$ cat src/rtl/sag_pkg.sv
`timescale 1ns/1ps
package sag_pkg;
  // Descriptor geometry; the field positions are decoded by the producer
  parameter int DESC_W     = 128;
  parameter int DBASE_W    = 48;
  parameter int STRIDE_W   = 14;
  parameter int NREC_W     = 32;
  parameter int DBASE_LSB  = 0;
  parameter int STRIDE_LSB = 48;
  parameter int NREC_LSB   = 64;

  // Strobes from control to datapath
  typedef struct packed {
    logic loadEn;     // capture a new result
    logic clearFlag;  // drop the clamp flag after its cycle
  } sag_strobe_t;
endpackage

$ cat src/rtl/sag_extent_clamp.sv
`timescale 1ns/1ps
module sag_extent_clamp #(
  parameter int STRIDE_W = 14,
  parameter int NREC_W   = 32,
  parameter int OFF_W    = 32,
  localparam int EXT_W   = STRIDE_W + NREC_W
) (
  input  logic [STRIDE_W-1:0] stride,
  input  logic [NREC_W-1:0]   numRec,
  input  logic [OFF_W-1:0]    offset,
  output logic [EXT_W-1:0]    limOffset,
  output logic                hit
);
  logic [EXT_W-1:0] extent;
  logic [EXT_W-1:0] offWide;
  logic [EXT_W-1:0] recWide;
  logic             strideZero;
  logic             hitFlat;
  logic             hitStrided;

  always_comb begin
    // full-precision product, no wrap possible in EXT_W bits
    extent     = EXT_W'(stride) * EXT_W'(numRec);
    offWide    = EXT_W'(offset);
    recWide    = EXT_W'(numRec);
    strideZero = (stride == '0);
    hitFlat    = (offWide >= recWide);
    hitStrided = (offWide > extent);
    hit        = strideZero ? hitFlat : hitStrided;
    if (hit) limOffset = strideZero ? recWide : extent;
    else     limOffset = offWide;
  end
endmodule

$ cat src/rtl/sag_control.sv
`timescale 1ns/1ps
module sag_control
  import sag_pkg::*;
(
  input  logic        clk,
  input  logic        rst_n,
  input  logic        inValid,
  output sag_strobe_t strobes,
  output logic        outValid
);
  always_comb begin
    strobes.loadEn    = inValid;
    strobes.clearFlag = ~inValid;
  end

  always_ff @(posedge clk or negedge rst_n) begin
    if (!rst_n) outValid <= 1'b0;
    else        outValid <= inValid;
  end
endmodule

$ cat src/rtl/sag_datapath.sv
`timescale 1ns/1ps
module sag_datapath
  import sag_pkg::*;
#(
  parameter int ADDR_W     = 64,
  parameter int OFF_W      = 32,
  parameter int ALIGN_BITS = 2,
  localparam int EXT_W     = STRIDE_W + NREC_W
) (
  input  logic              clk,
  input  logic              rst_n,
  input  sag_strobe_t       strobes,
  input  logic              bufMode,
  input  logic [DESC_W-1:0] baseOrDesc,
  input  logic [OFF_W-1:0]  offset,
  output logic [ADDR_W-1:0] addrOut,
  output logic              clampedOut
);
  localparam logic [ADDR_W-1:0] ALIGN_MASK =
    ~((ADDR_W'(1) << ALIGN_BITS) - ADDR_W'(1));

  logic [DBASE_W-1:0]  descBase;
  logic [STRIDE_W-1:0] descStride;
  logic [NREC_W-1:0]   descRec;
  logic [EXT_W-1:0]    limOffset;
  logic                clampHit;
  logic [ADDR_W-1:0]   plainSum;
  logic [ADDR_W-1:0]   bufSum;
  logic [ADDR_W-1:0]   nextAddr;
  logic                nextFlag;

  always_comb begin
    descBase   = baseOrDesc[DBASE_LSB  +: DBASE_W];
    descStride = baseOrDesc[STRIDE_LSB +: STRIDE_W];
    descRec    = baseOrDesc[NREC_LSB   +: NREC_W];
  end

  sag_extent_clamp #(
    .STRIDE_W(STRIDE_W),
    .NREC_W  (NREC_W),
    .OFF_W   (OFF_W)
  ) clamp_i (
    .stride   (descStride),
    .numRec   (descRec),
    .offset   (offset),
    .limOffset(limOffset),
    .hit      (clampHit)
  );

  always_comb begin
    plainSum = baseOrDesc[ADDR_W-1:0] + ADDR_W'(offset);
    bufSum   = ADDR_W'(descBase) + ADDR_W'(limOffset);
    nextAddr = (bufMode ? bufSum : plainSum) & ALIGN_MASK;
    nextFlag = bufMode & clampHit;
  end

  always_ff @(posedge clk or negedge rst_n) begin
    if (!rst_n) begin
      addrOut    <= '0;
      clampedOut <= 1'b0;
    end else if (strobes.loadEn) begin
      addrOut    <= nextAddr;
      clampedOut <= nextFlag;
    end else if (strobes.clearFlag) begin
      clampedOut <= 1'b0;
    end
  end
endmodule

$ cat src/rtl/scalar_addr_gen.sv
`timescale 1ns/1ps
module scalar_addr_gen
  import sag_pkg::*;
#(
  parameter int ADDR_W     = 64,
  parameter int OFF_W      = 32,
  parameter int ALIGN_BITS = 2
) (
  input  logic              clk,
  input  logic              rst_n,
  input  logic              inValid,
  input  logic              bufMode,
  input  logic [DESC_W-1:0] baseOrDesc,
  input  logic [OFF_W-1:0]  offset,
  output logic              outValid,
  output logic [ADDR_W-1:0] addrOut,
  output logic              clampedOut
);
  sag_strobe_t strobes;

  sag_control ctrl_i (
    .clk     (clk),
    .rst_n   (rst_n),
    .inValid (inValid),
    .strobes (strobes),
    .outValid(outValid)
  );

  sag_datapath #(
    .ADDR_W    (ADDR_W),
    .OFF_W     (OFF_W),
    .ALIGN_BITS(ALIGN_BITS)
  ) dp_i (
    .clk       (clk),
    .rst_n     (rst_n),
    .strobes   (strobes),
    .bufMode   (bufMode),
    .baseOrDesc(baseOrDesc),
    .offset    (offset),
    .addrOut   (addrOut),
    .clampedOut(clampedOut)
  );
endmodule

$ cat config.mk
export PLATFORM = sky130hd
export DESIGN_NAME = scalar_addr_gen
export DESIGN_NICKNAME = d
export VERILOG_FILES = /design/src/rtl/sag_pkg.sv /design/src/rtl/sag_extent_clamp.sv /design/src/rtl/sag_control.sv /design/src/rtl/sag_datapath.sv /design/src/rtl/scalar_addr_gen.sv
export SDC_FILE = /design/constraint.sdc
export NUM_CORES = 1
export LEC_CHECK = 0
export BUFFER_PORTS_ARGS = -buffer_cell sky130_fd_sc_hd__buf_2
export CORE_ASPECT_RATIO = 1.25
export CORE_MARGIN = 2
export CORE_UTILIZATION = 27
export CTS_CLUSTER_DIAMETER = 120
export DETAILED_ROUTE_END_ITERATION = 12
export PLACE_DENSITY = 0.46
export SLEW_MARGIN = 10
export SYNTH_ARGS = -nofsm -noshare
export SYNTH_HDL_FRONTEND = slang
export SYNTH_SLANG_ARGS = --single-unit
$ cat constraint.sdc
create_clock -name clk -period 1.17 [get_ports clk]
set_input_delay 0 -clock clk [delete_from_list [all_inputs] [get_ports clk]]
set_output_delay 0 -clock clk [all_outputs]
set_load 0.01 [all_outputs]
==> results.sh, run 1 <==
export IMPL_fin_crit_ns=10.01
export IMPL_overflow=0
export IMPL_ant_nets=0
export IMPL_synth_ff_type="dfrtp_1"
export IMPL_finalCritPeriodShare=8.55
export IMPL_start_kind="input pin"
export IMPL_cp_arrival_ns=10.27
export IMPL_cts_root_buf="clkbuf_16"
export IMPL_setup_ws_ns=-8.84
export IMPL_holdWs_ns=0.00409
export IMPL_routedWlPerCell_um=17.8
export IMPL_syn_to_final_growth_pct=46.5
export IMPL_nNetsFinal=4536
export IMPL_drv_cap=0
export IMPL_max_freq_mhz=99.9
export IMPL_crit_slowest_cell="fa_1"
export IMPL_cpMostUsedCell="fa_1"
export IMPL_std_cell_rows=121
export IMPL_dp_hpwl_mm=75.6
export IMPL_dr_pass1_iters=5
export IMPL_finalWeightedCongestion=0.873
export IMPL_crit_path_end_kind="flip-flop"
export IMPL_whs_path_depth=3
export IMPL_r2r_start="dp_i.addrOut[32]$_DFFE_PN0P_"
export IMPL_violations="negative setup slack"
export IMPL_ys_ff_latch=64
export IMPL_synth_edff_count=0
export IMPL_drv_slew=0
export IMPL_drc=0
export IMPL_grt_pass1_wl_mm=140
export IMPL_numCtsBuffers=9
export IMPL_setup_viol=63
export IMPL_io_pins=230
export IMPL_cts_sinks=64
export IMPL_grt_use_total=0.200
export IMPL_finalHoldViolations=0
export IMPL_cts_tree="built"
export IMPL_r2r_setup_slack_ns=0.24
export IMPL_path_max_fanout=8
export IMPL_synth_cells=2876
export IMPL_synth_cell_type_count=92
export IMPL_yosysWarningCount=0
export IMPL_clockBufferDepth=2
export IMPL_htreeDepth=3
export IMPL_insertion_delay_ns=0.37
export IMPL_r2r_cells=1
export IMPL_clkTransAtPathRegs_ns=0.07
export IMPL_place_ws_ns=-9.59
export IMPL_die_area_um2=90100
export IMPL_grt_pass1_vias=25100
export IMPL_seq_area_frac_synth=0.0676
export IMPL_syn_area_per_cell_um2=8.24
export IMPL_status="finished with violations"
export IMPL_finClkSkew_ns=0
export IMPL_syn_cell_area_um2=23700
export IMPL_die_w_um=269
export IMPL_multi_input_area_um2=21900
export IMPL_initial_core_util=0.272
export IMPL_min_to="dp_i.addrOut[37]$_DFFE_PN0P_"
export IMPL_routed_via_density=4.67
export IMPL_cp_required_ns=1.43
export IMPL_drive_above_1_share=0.363
export IMPL_ff_latch_area_um2=1600
export IMPL_antenna_found_initial=6
export IMPL_final_util=0.399
export IMPL_synthArstFlopShare=1.00
export IMPL_wl_mm=87.9
export IMPL_drt_iter0_markers=875
export IMPL_portBuffers=195
export IMPL_via_count=23100
export IMPL_core_area_um2=87100
export IMPL_rsz0062_at_grt="true"
export IMPL_hp_class="input pin to flip-flop"
export IMPL_max_stage_delay_ns=0.55
export IMPL_n_fill_cell=8957
export IMPL_die_h_um=335
export IMPL_regToRegEndpoint="dp_i.addrOut[32]$_DFFE_PN0P_"
export IMPL_grt_start_max_net_pins=31
export IMPL_max_slew_margin_rel=0.483
export IMPL_worst_slew_pin_slew_ns=0.768
export IMPL_hold_start="inValid"
export IMPL_worstSetupPathType="input pin to flip-flop"
[metrics by stage]
step	instance area, um^2	cells	setup TNS (ns)
floorplan	24900	2891	-409.77
global placement	31900	4841	-481.07
detailed placement	31900	4841	-480.75
CTS	33900	4917	-436.79
global route	34700	4939	-459.79
finish	34700	4939	-434.54
[placed cells by master, fill, tap and decap left out, types with 43 or more instances in the layout]
cell type  instances
buf_4            747
inv_1            403
nand2_1          372
fa_1             347
ha_1             209
buf_2            167
nor2_1           147
and2_1           137
a21oi_1          127
a21o_1            64
dfrtp_1           64
buf_6             61
o21ai_0           50
xor2_1            50
nand4_1           47
a21oi_2           45
xnor2_1           43
[how the worst max path moves through the flow]
stage	slack (ns)	start	end	cells past startpoint
after floorplan	-8.40	baseOrDesc[50]	dp_i.addrOut[44]$_DFFE_PN0P_	49
after global placement	-9.57	baseOrDesc[58]	dp_i.addrOut[41]$_DFFE_PN0P_	49
after detailed placement	-9.59	baseOrDesc[58]	dp_i.addrOut[40]$_DFFE_PN0P_	48
after CTS	-8.84	baseOrDesc[50]	dp_i.addrOut[41]$_DFFE_PN0P_	53
after global routing	-9.31	baseOrDesc[50]	dp_i.addrOut[45]$_DFFE_PN0P_	56
final	-8.84	baseOrDesc[50]	dp_i.addrOut[41]$_DFFE_PN0P_	54
[critical path, delay by kind of cell]
kind                       cells  cell delay (ns)
muxes                          1             0.31
and+or+nand+nor               16             2.24
buffers and inverters         10             1.13
AOI/OAI and AO/OA             17             2.71
xor gates and xnor gates       1             0.12
adders and majority gates      9             3.72
[cell usage after synthesis, types with 4 or more instances]
cell type	n	share of area
mux2_2	30	0.014
fa_1	357	0.30
nor4_1	12	0.0032
or2_2	6	0.0016
ha_1	250	0.13
and3_1	18	0.0048
o21bai_1	18	0.0057
xnor2_1	63	0.023
nor2b_1	23	0.0061
nand3_1	29	0.0061
dfrtp_1	64	0.068
or4_1	4	0.0013
a22o_1	12	0.0044
xor2_1	56	0.021
a211o_1	6	0.0022
nand2b_1	12	0.0032
o21ai_1	10	0.0021
a211oi_1	16	0.0051
nand4_1	47	0.012
o2111ai_1	5	0.0018
a31oi_1	11	0.0029
inv_1	414	0.066
nor3_1	26	0.0055
nand2_1	405	0.064
o211ai_1	17	0.0054
a21o_1	64	0.020
buf_1	15	0.0024
buf_4	7	0.0022
and4_1	6	0.0022
a21boi_0	5	0.0016
o31ai_1	13	0.0041
o21ai_0	76	0.016
a21oi_1	184	0.039
buf_2	6	0.0013
or3_1	8	0.0021
o21a_1	24	0.0076
and2_1	152	0.040
o31a_1	5	0.0018
nor2_1	162	0.026
clkbuf_1	121	0.019
a22oi_1	4	0.0013
mux2i_1	36	0.015
[per-layer routing]
| metal | routed length [um] | GRT usage |
|---|---|---|
| met2 | 45200 | 0.360 |
| met4 | 1810 | 0.0475 |
| met1 | 38900 | 0.260 |
| met5 | 9 | 0 |
| met3 | 1980 | 0.0111 |
[registers in the layout, summed over array words and instances (netlist names)]
register and count:
dp_i.addrOut 62, dp_i.clampedOut 1, ctrl_i.outValid 1
[cell families after synthesis]
family,synth area share
flops,0.0676
simple gates,0.189
other cells,0.000158
fa+ha+maj,0.434
buf+inv,0.0910
mux,0.0295
xor+xnor,0.0440
compound gates,0.145
[final cells by class]
| type | count | share of cell area |
|---|---|---|
| multi-input cells | 2262 | 0.632 |
| repair buffers | 1013 | 0.224 |
| flip-flops and latches | 64 | 0.0462 |
| inverters | 415 | 0.0449 |
| well taps | 1168 | 0.0421 |
| clock buffers | 9 | 0.00649 |
| clock inverters | 7 | 0.00368 |
| diodes | 1 | 0.0000721 |
[what timing repair did]
item	4_1_cts	5_1_grt
gates cloned	2	0
setup endpoints to repair	63	63
hold buffers	4	0
endpoints found under the hold margin	67	0
buffers inserted	62	35
resized for setup	218	142
pin swaps	119	152
Power of run 1 is left out: the tool's default activity adds up to more than one toggle a clock period on the data nets, which glitch-free logic cannot reach.
==> inputs of run 2 (changes only) <==
Settings changed: BUFFER_PORTS_ARGS -buffer_cell sky130_fd_sc_hd__buf_2 to -buffer_cell sky130_fd_sc_hd__clkbuf_2, SETUP_SLACK_MARGIN from default to 0.2, TNS_END_PERCENT from default to 50.
==> run 2 against run 1 <==
  * Global-route usage grew 0.29 points
  * Clock skew unchanged
  * Die area unchanged
  * Sequential cell count unchanged
  * Critical endpoint is now dp_i.addrOut[45]$_DFFE_PN0P_
  * Core utilization increased by 0.076 points
  * Critical path depth shrank 1
  * Design area increased by 0.19%
  * Register-to-register slack better by 0.04 ns
  * Worst setup slack got worse by 0.20 ns
  * The flow still finishes with violations (negative setup slack)
  * Routed wire length up 3.9%
  * Maximum frequency is 1.9% lower
  * Critical path type unchanged
  * Sequential share of layout area is essentially flat
==> results.sh, run 2 (synthesis results as in run 1) <==
export IMPL_reg_top3="dp_i.addrOut x62, ctrl_i.outValid x1, dp_i.clampedOut x1"
export IMPL_max_freq_mhz=98.0
export IMPL_insertion_delay_ns=0.36
export IMPL_final_common_cell="buf_4"
export IMPL_grt_use_total=0.203
export IMPL_fin_crit_ns=10.20
export IMPL_ant_nets=0
export IMPL_wl_mm=91.4
export IMPL_grt_start_max_net_pins=45
export IMPL_die_h_um=335
export IMPL_status="finished with violations"
export IMPL_drive_above_1_share=0.364
export IMPL_path_max_fanout=5
export IMPL_worstSetupPathType="input pin to flip-flop"
export IMPL_grt_pass1_wl_mm=141
export IMPL_r2r_start="dp_i.addrOut[42]$_DFFE_PN0P_"
export IMPL_finalCritPeriodShare=8.72
export IMPL_dr_pass1_iters=5
export IMPL_portBuffers=195
export IMPL_routed_via_density=4.67
export IMPL_start_kind="input pin"
export IMPL_r2r_setup_slack_ns=0.28
export IMPL_setup_ws_ns=-9.03
export IMPL_htreeDepth=3
export IMPL_startpoint="baseOrDesc[58]"
export IMPL_max_stage_delay_ns=0.58
export IMPL_violations="negative setup slack"
export IMPL_initial_core_util=0.272
export IMPL_crit_slowest_cell="fa_2"
export IMPL_regToRegEndpoint="dp_i.addrOut[42]$_DFFE_PN0P_"
export IMPL_crit_path_end_kind="flip-flop"
export IMPL_drv_slew=0
export IMPL_post_place_cells=4827
export IMPL_cts_sinks=64
export IMPL_endpoint="dp_i.addrOut[45]$_DFFE_PN0P_"
export IMPL_cp_required_ns=1.42
export IMPL_dp_hpwl_mm=75.9
export IMPL_die_area_um2=90100
export IMPL_hp_class="input pin to flip-flop"
export IMPL_drc=0
export IMPL_clkTransAtPathRegs_ns=0.06
export IMPL_cts_root_buf="clkbuf_16"
export IMPL_core_area_um2=87100
export IMPL_rsz0062_at_grt="true"
export IMPL_fin_area_um2=34800
export IMPL_finClkSkew_ns=0
export IMPL_final_util=0.399
export IMPL_io_pins=230
export IMPL_drv_cap=0
export IMPL_clockBufferDepth=2
export IMPL_cp_arrival_ns=10.45
export IMPL_finalHoldViolations=0
export IMPL_r2r_cells=2
export IMPL_fin_cells=4950
export IMPL_largest_register_ffs=62
export IMPL_routedWlPerCell_um=18.5
export IMPL_place_area_um2=31800
export IMPL_max_slew_margin_rel=0.379
export IMPL_numCtsBuffers=9
export IMPL_cts_tree="built"
export IMPL_final_cell_mix="buf_4, inv_1, nand2_1"
export IMPL_via_count=23100
export IMPL_die_w_um=269
export IMPL_antenna_found_initial=0
export IMPL_overflow=0
export IMPL_std_cell_rows=121
export IMPL_setup_viol=63
export IMPL_regMostFlops="dp_i.addrOut"
export IMPL_cpMostUsedCell="buf_4"
export IMPL_drt_iter0_markers=823
export IMPL_place_ws_ns=-9.53
export IMPL_grt_pass1_vias=24900
export IMPL_nNetsFinal=4548
export IMPL_finalWeightedCongestion=0.869
export IMPL_worst_slew_pin_slew_ns=0.928
export IMPL_antenna_cells=0
export IMPL_syn_to_final_growth_pct=46.8
-- run 2: cell types whose count changed in the layout (fill, tap and decap cells not counted), sizes merged --
| cell | delta |
|---|---|
| dlygate4sd3 | -1 |
| clkinvlp | +1 |
| clkbuf | +180 |
| diode | -1 |
| inv | -1 |
| bufinv | -3 |
| clkinv | +2 |
| buf | -166 |
-- run 2: metal layers --
| layer | part of all wire | global-route usage |
|---|---|---|
| met1 | 0.43 | 0.260 |
| met4 | 0.027 | 0.0424 |
| met2 | 0.52 | 0.373 |
| met5 | 0 | 0 |
| met3 | 0.018 | 0.00895 |
-- run 2: cell type report --
type	count	area, um^2
Multi-Input combinational cell	2262	21700
Fill cell	8943	52300
Inverter	415	1560
Clock inverter	6	43.8
Clock buffer	10	239
Tap cell	1168	1460
Timing Repair Buffer	1025	8210
Sequential cell	64	1600
-- run 2: worst max-delay path: cells and delay by family --
kind | cells | cell delay, ns
multiplexers | 1 | 0.31
AND/OR/NAND/NOR | 16 | 2.29
AO/OA/AOI/OAI | 10 | 1.67
XOR/XNOR | 2 | 0.29
buffers and inverters | 15 | 1.91
adder cells (fa/ha/maj) | 9 | 3.98
-- run 2: repair_timing --
item	in CTS	in global routing
buffers inserted	53	37
pin swaps	88	139
hold buffers	3	0
setup endpoints to repair	65	65
cloned	8	6
endpoints found under the hold margin	66	0
resized for setup	155	206
-- run 2: through the flow --
step	hold slack, ns	setup TNS (ns)
final	0.0376	-448.24
after global routing	0.0659	-470.73
after CTS	0.0169	-448.72
after detailed placement	-0.0696	-484.54
after global placement	-0.0732	-480.71
after floorplan	-0.296	-413.66
-- run 2: worst min-delay path by stage --
stage	start	endpoint	slack [ns]	depth (start not counted)
6_report	baseOrDesc[47]	dp_i.addrOut[47]$_DFFE_PN0P_	0.04	4
3_3_place_gp	rst_n	dp_i.addrOut[13]$_DFFE_PN0P_	-0.07	1
3_5_place_dp	rst_n	dp_i.addrOut[13]$_DFFE_PN0P_	-0.07	1
2_1_floorplan	rst_n	ctrl_i.outValid$_DFF_PN0_	-0.30	0
4_1_cts	baseOrDesc[47]	dp_i.addrOut[47]$_DFFE_PN0P_	0.02	4
5_1_grt	baseOrDesc[46]	dp_i.addrOut[46]$_DFFE_PN0P_	0.07	4
Power of run 2 is left out for the same reason.
==> inputs of run 3 (changes only) <==
Settings changed: CORE_ASPECT_RATIO 1.25 to 1.2, CORE_MARGIN 2 to default, CTS_CLUSTER_SIZE from default to 8.
==> run 3 against run 2 <==
  * The run still ends with negative setup slack left
  * Design area down 1.0%
  * Clock-buffer cell count increased by 1
  * Die area decreased by 1.3%
  * Maximum frequency is 1.1% higher
  * Routed wire length down 2.7%
  * Sequential share of layout area barely moved
  * Critical path type unchanged
  * Critical endpoint is now dp_i.addrOut[32]$_DFFE_PN0P_
==> results.sh, run 3 (synthesis results as in run 1) <==
export IMPL_cts_sinks=64
export IMPL_std_cell_rows=118
export IMPL_final_setup_tns_ns=-442.75
export IMPL_clockBufferDepth=2
export IMPL_setup_ws_ns=-8.92
export IMPL_max_slew_margin_rel=0.511
export IMPL_htreeDepth=3
export IMPL_cts_tree="built"
export IMPL_drc=0
export IMPL_core_area_um2=86500
export IMPL_wl_mm=88.9
export IMPL_max_freq_mhz=99.1
export IMPL_finClkSkew_ns=0
export IMPL_final_common_cell="buf_4"
export IMPL_insertion_delay_ns=0.37
export IMPL_regMostFlops="dp_i.addrOut"
export IMPL_cts_root_buf="clkbuf_16"
export IMPL_via_count=23100
export IMPL_fin_crit_ns=10.09
export IMPL_finalHoldViolations=0
export IMPL_status="finished with violations"
export IMPL_ant_nets=0
export IMPL_crit_slowest_cell="fa_1"
export IMPL_hp_class="input pin to flip-flop"
export IMPL_drv_slew=0
export IMPL_antenna_found_initial=1
export IMPL_finalCritPeriodShare=8.63
export IMPL_n_fill_cell=9076
export IMPL_finalWeightedCongestion=0.896
export IMPL_antenna_cells=0
export IMPL_initial_core_util=0.274
export IMPL_crit_path_end_kind="flip-flop"
export IMPL_routedWlPerCell_um=18.1
export IMPL_cp_required_ns=1.43
export IMPL_max_stage_delay_ns=0.56
export IMPL_clkTransAtPathRegs_ns=0.07
export IMPL_worst_slew_pin_slew_ns=0.724
export IMPL_reg_top3="dp_i.addrOut x62, ctrl_i.outValid x1, dp_i.clampedOut x1"
export IMPL_largest_register_ffs=62
export IMPL_path_max_fanout=6
export IMPL_dp_hpwl_mm=75.4
export IMPL_syn_to_final_growth_pct=45.2
export IMPL_portBuffers=195
export IMPL_violations="negative setup slack"
export IMPL_overflow=0
export IMPL_rsz0062_at_grt="true"
export IMPL_drive_above_1_share=0.353
export IMPL_setup_viol=63
export IMPL_drt_iter0_markers=972
export IMPL_grt_pass1_wl_mm=142
export IMPL_cp_arrival_ns=10.36
export IMPL_routed_via_density=4.69
export IMPL_die_area_um2=88900
export IMPL_nNetsFinal=4547
export IMPL_start_kind="input pin"
export IMPL_grt_use_total=0.205
export IMPL_die_w_um=272
export IMPL_dr_pass1_iters=5
export IMPL_die_h_um=326
export IMPL_grt_pass1_vias=24800
export IMPL_io_pins=230
export IMPL_grt_start_max_net_pins=32
export IMPL_drv_cap=0
export IMPL_final_cell_mix="buf_4, inv_1, nand2_1"
export IMPL_numCtsBuffers=9
export IMPL_worstSetupPathType="input pin to flip-flop"
==> run 3: critical path, delay by kind of cell <==
kind	cells	cell delay, ns
simple gates	15	2.13
fa+ha+maj	9	3.76
xor+xnor	2	0.36
compound gates	16	2.89
buf+inv	11	1.16
==> run 3: per-layer routing <==
metal,vias up,global-route usage,routed length (um)
li1,11200,-,-
met1,11500,0.266,39700
met2,334,0.373,45900
met3,76,0.00941,1570
met4,2,0.0414,1760
met5,-,0,13
==> run 3: cell type report <==
class                   count  area (um^2)  area share
inverters                 415         1560      0.0453
well taps                1140         1430      0.0415
flip-flops and latches     64         1600      0.0466
multi-input cells        2262        21400       0.621
clock buffers              11          253     0.00735
clock inverters             4         76.3     0.00222
repair buffers           1024         8130       0.236
==> run 3: path summary, 6_finish.rpt <==
path	from	to	slack, ns	cells after the start
max	baseOrDesc[58]	dp_i.addrOut[32]$_DFFE_PN0P_	-8.92	53
min	baseOrDesc[47]	dp_i.addrOut[47]$_DFFE_PN0P_	0.04	4
max reg2reg	dp_i.addrOut[32]$_DFFE_PN0P_	dp_i.addrOut[32]$_DFFE_PN0P_	0.26	1
min reg2reg	dp_i.addrOut[12]$_DFFE_PN0P_	dp_i.addrOut[12]$_DFFE_PN0P_	0.49	1
max in group asynchronous	rst_n	dp_i.addrOut[50]$_DFFE_PN0P_	0.60	3
min in group asynchronous	rst_n	dp_i.addrOut[27]$_DFFE_PN0P_	0.07	2
==> run 3: through the flow <==
step	setup WS (ns)	cells	hold slack, ns	utilization	area, um^2
2_1_floorplan	-8.40	2891	-0.296	-	24800
3_3_place_gp	-9.40	4825	-0.0849	0.370	32000
3_5_place_dp	-9.40	4825	-0.0859	0.370	32000
4_1_cts	-8.80	4898	0.0171	0.392	33900
5_1_grt	-9.43	4920	0.0758	0.398	34400
6_report	-8.92	4920	0.0377	0.398	34400
==> run 3: repair_timing <==
| item | CTS | global route |
|---|---|---|
| buffers inserted | 46 | 22 |
| hold buffers | 3 | 0 |
| hold endpoints to repair | 66 | 0 |
| cloned | 9 | 0 |
| pin swaps | 115 | 63 |
| setup endpoints to repair | 66 | 66 |
| resized for setup | 203 | 69 |
Power of run 3 is left out for the same reason.
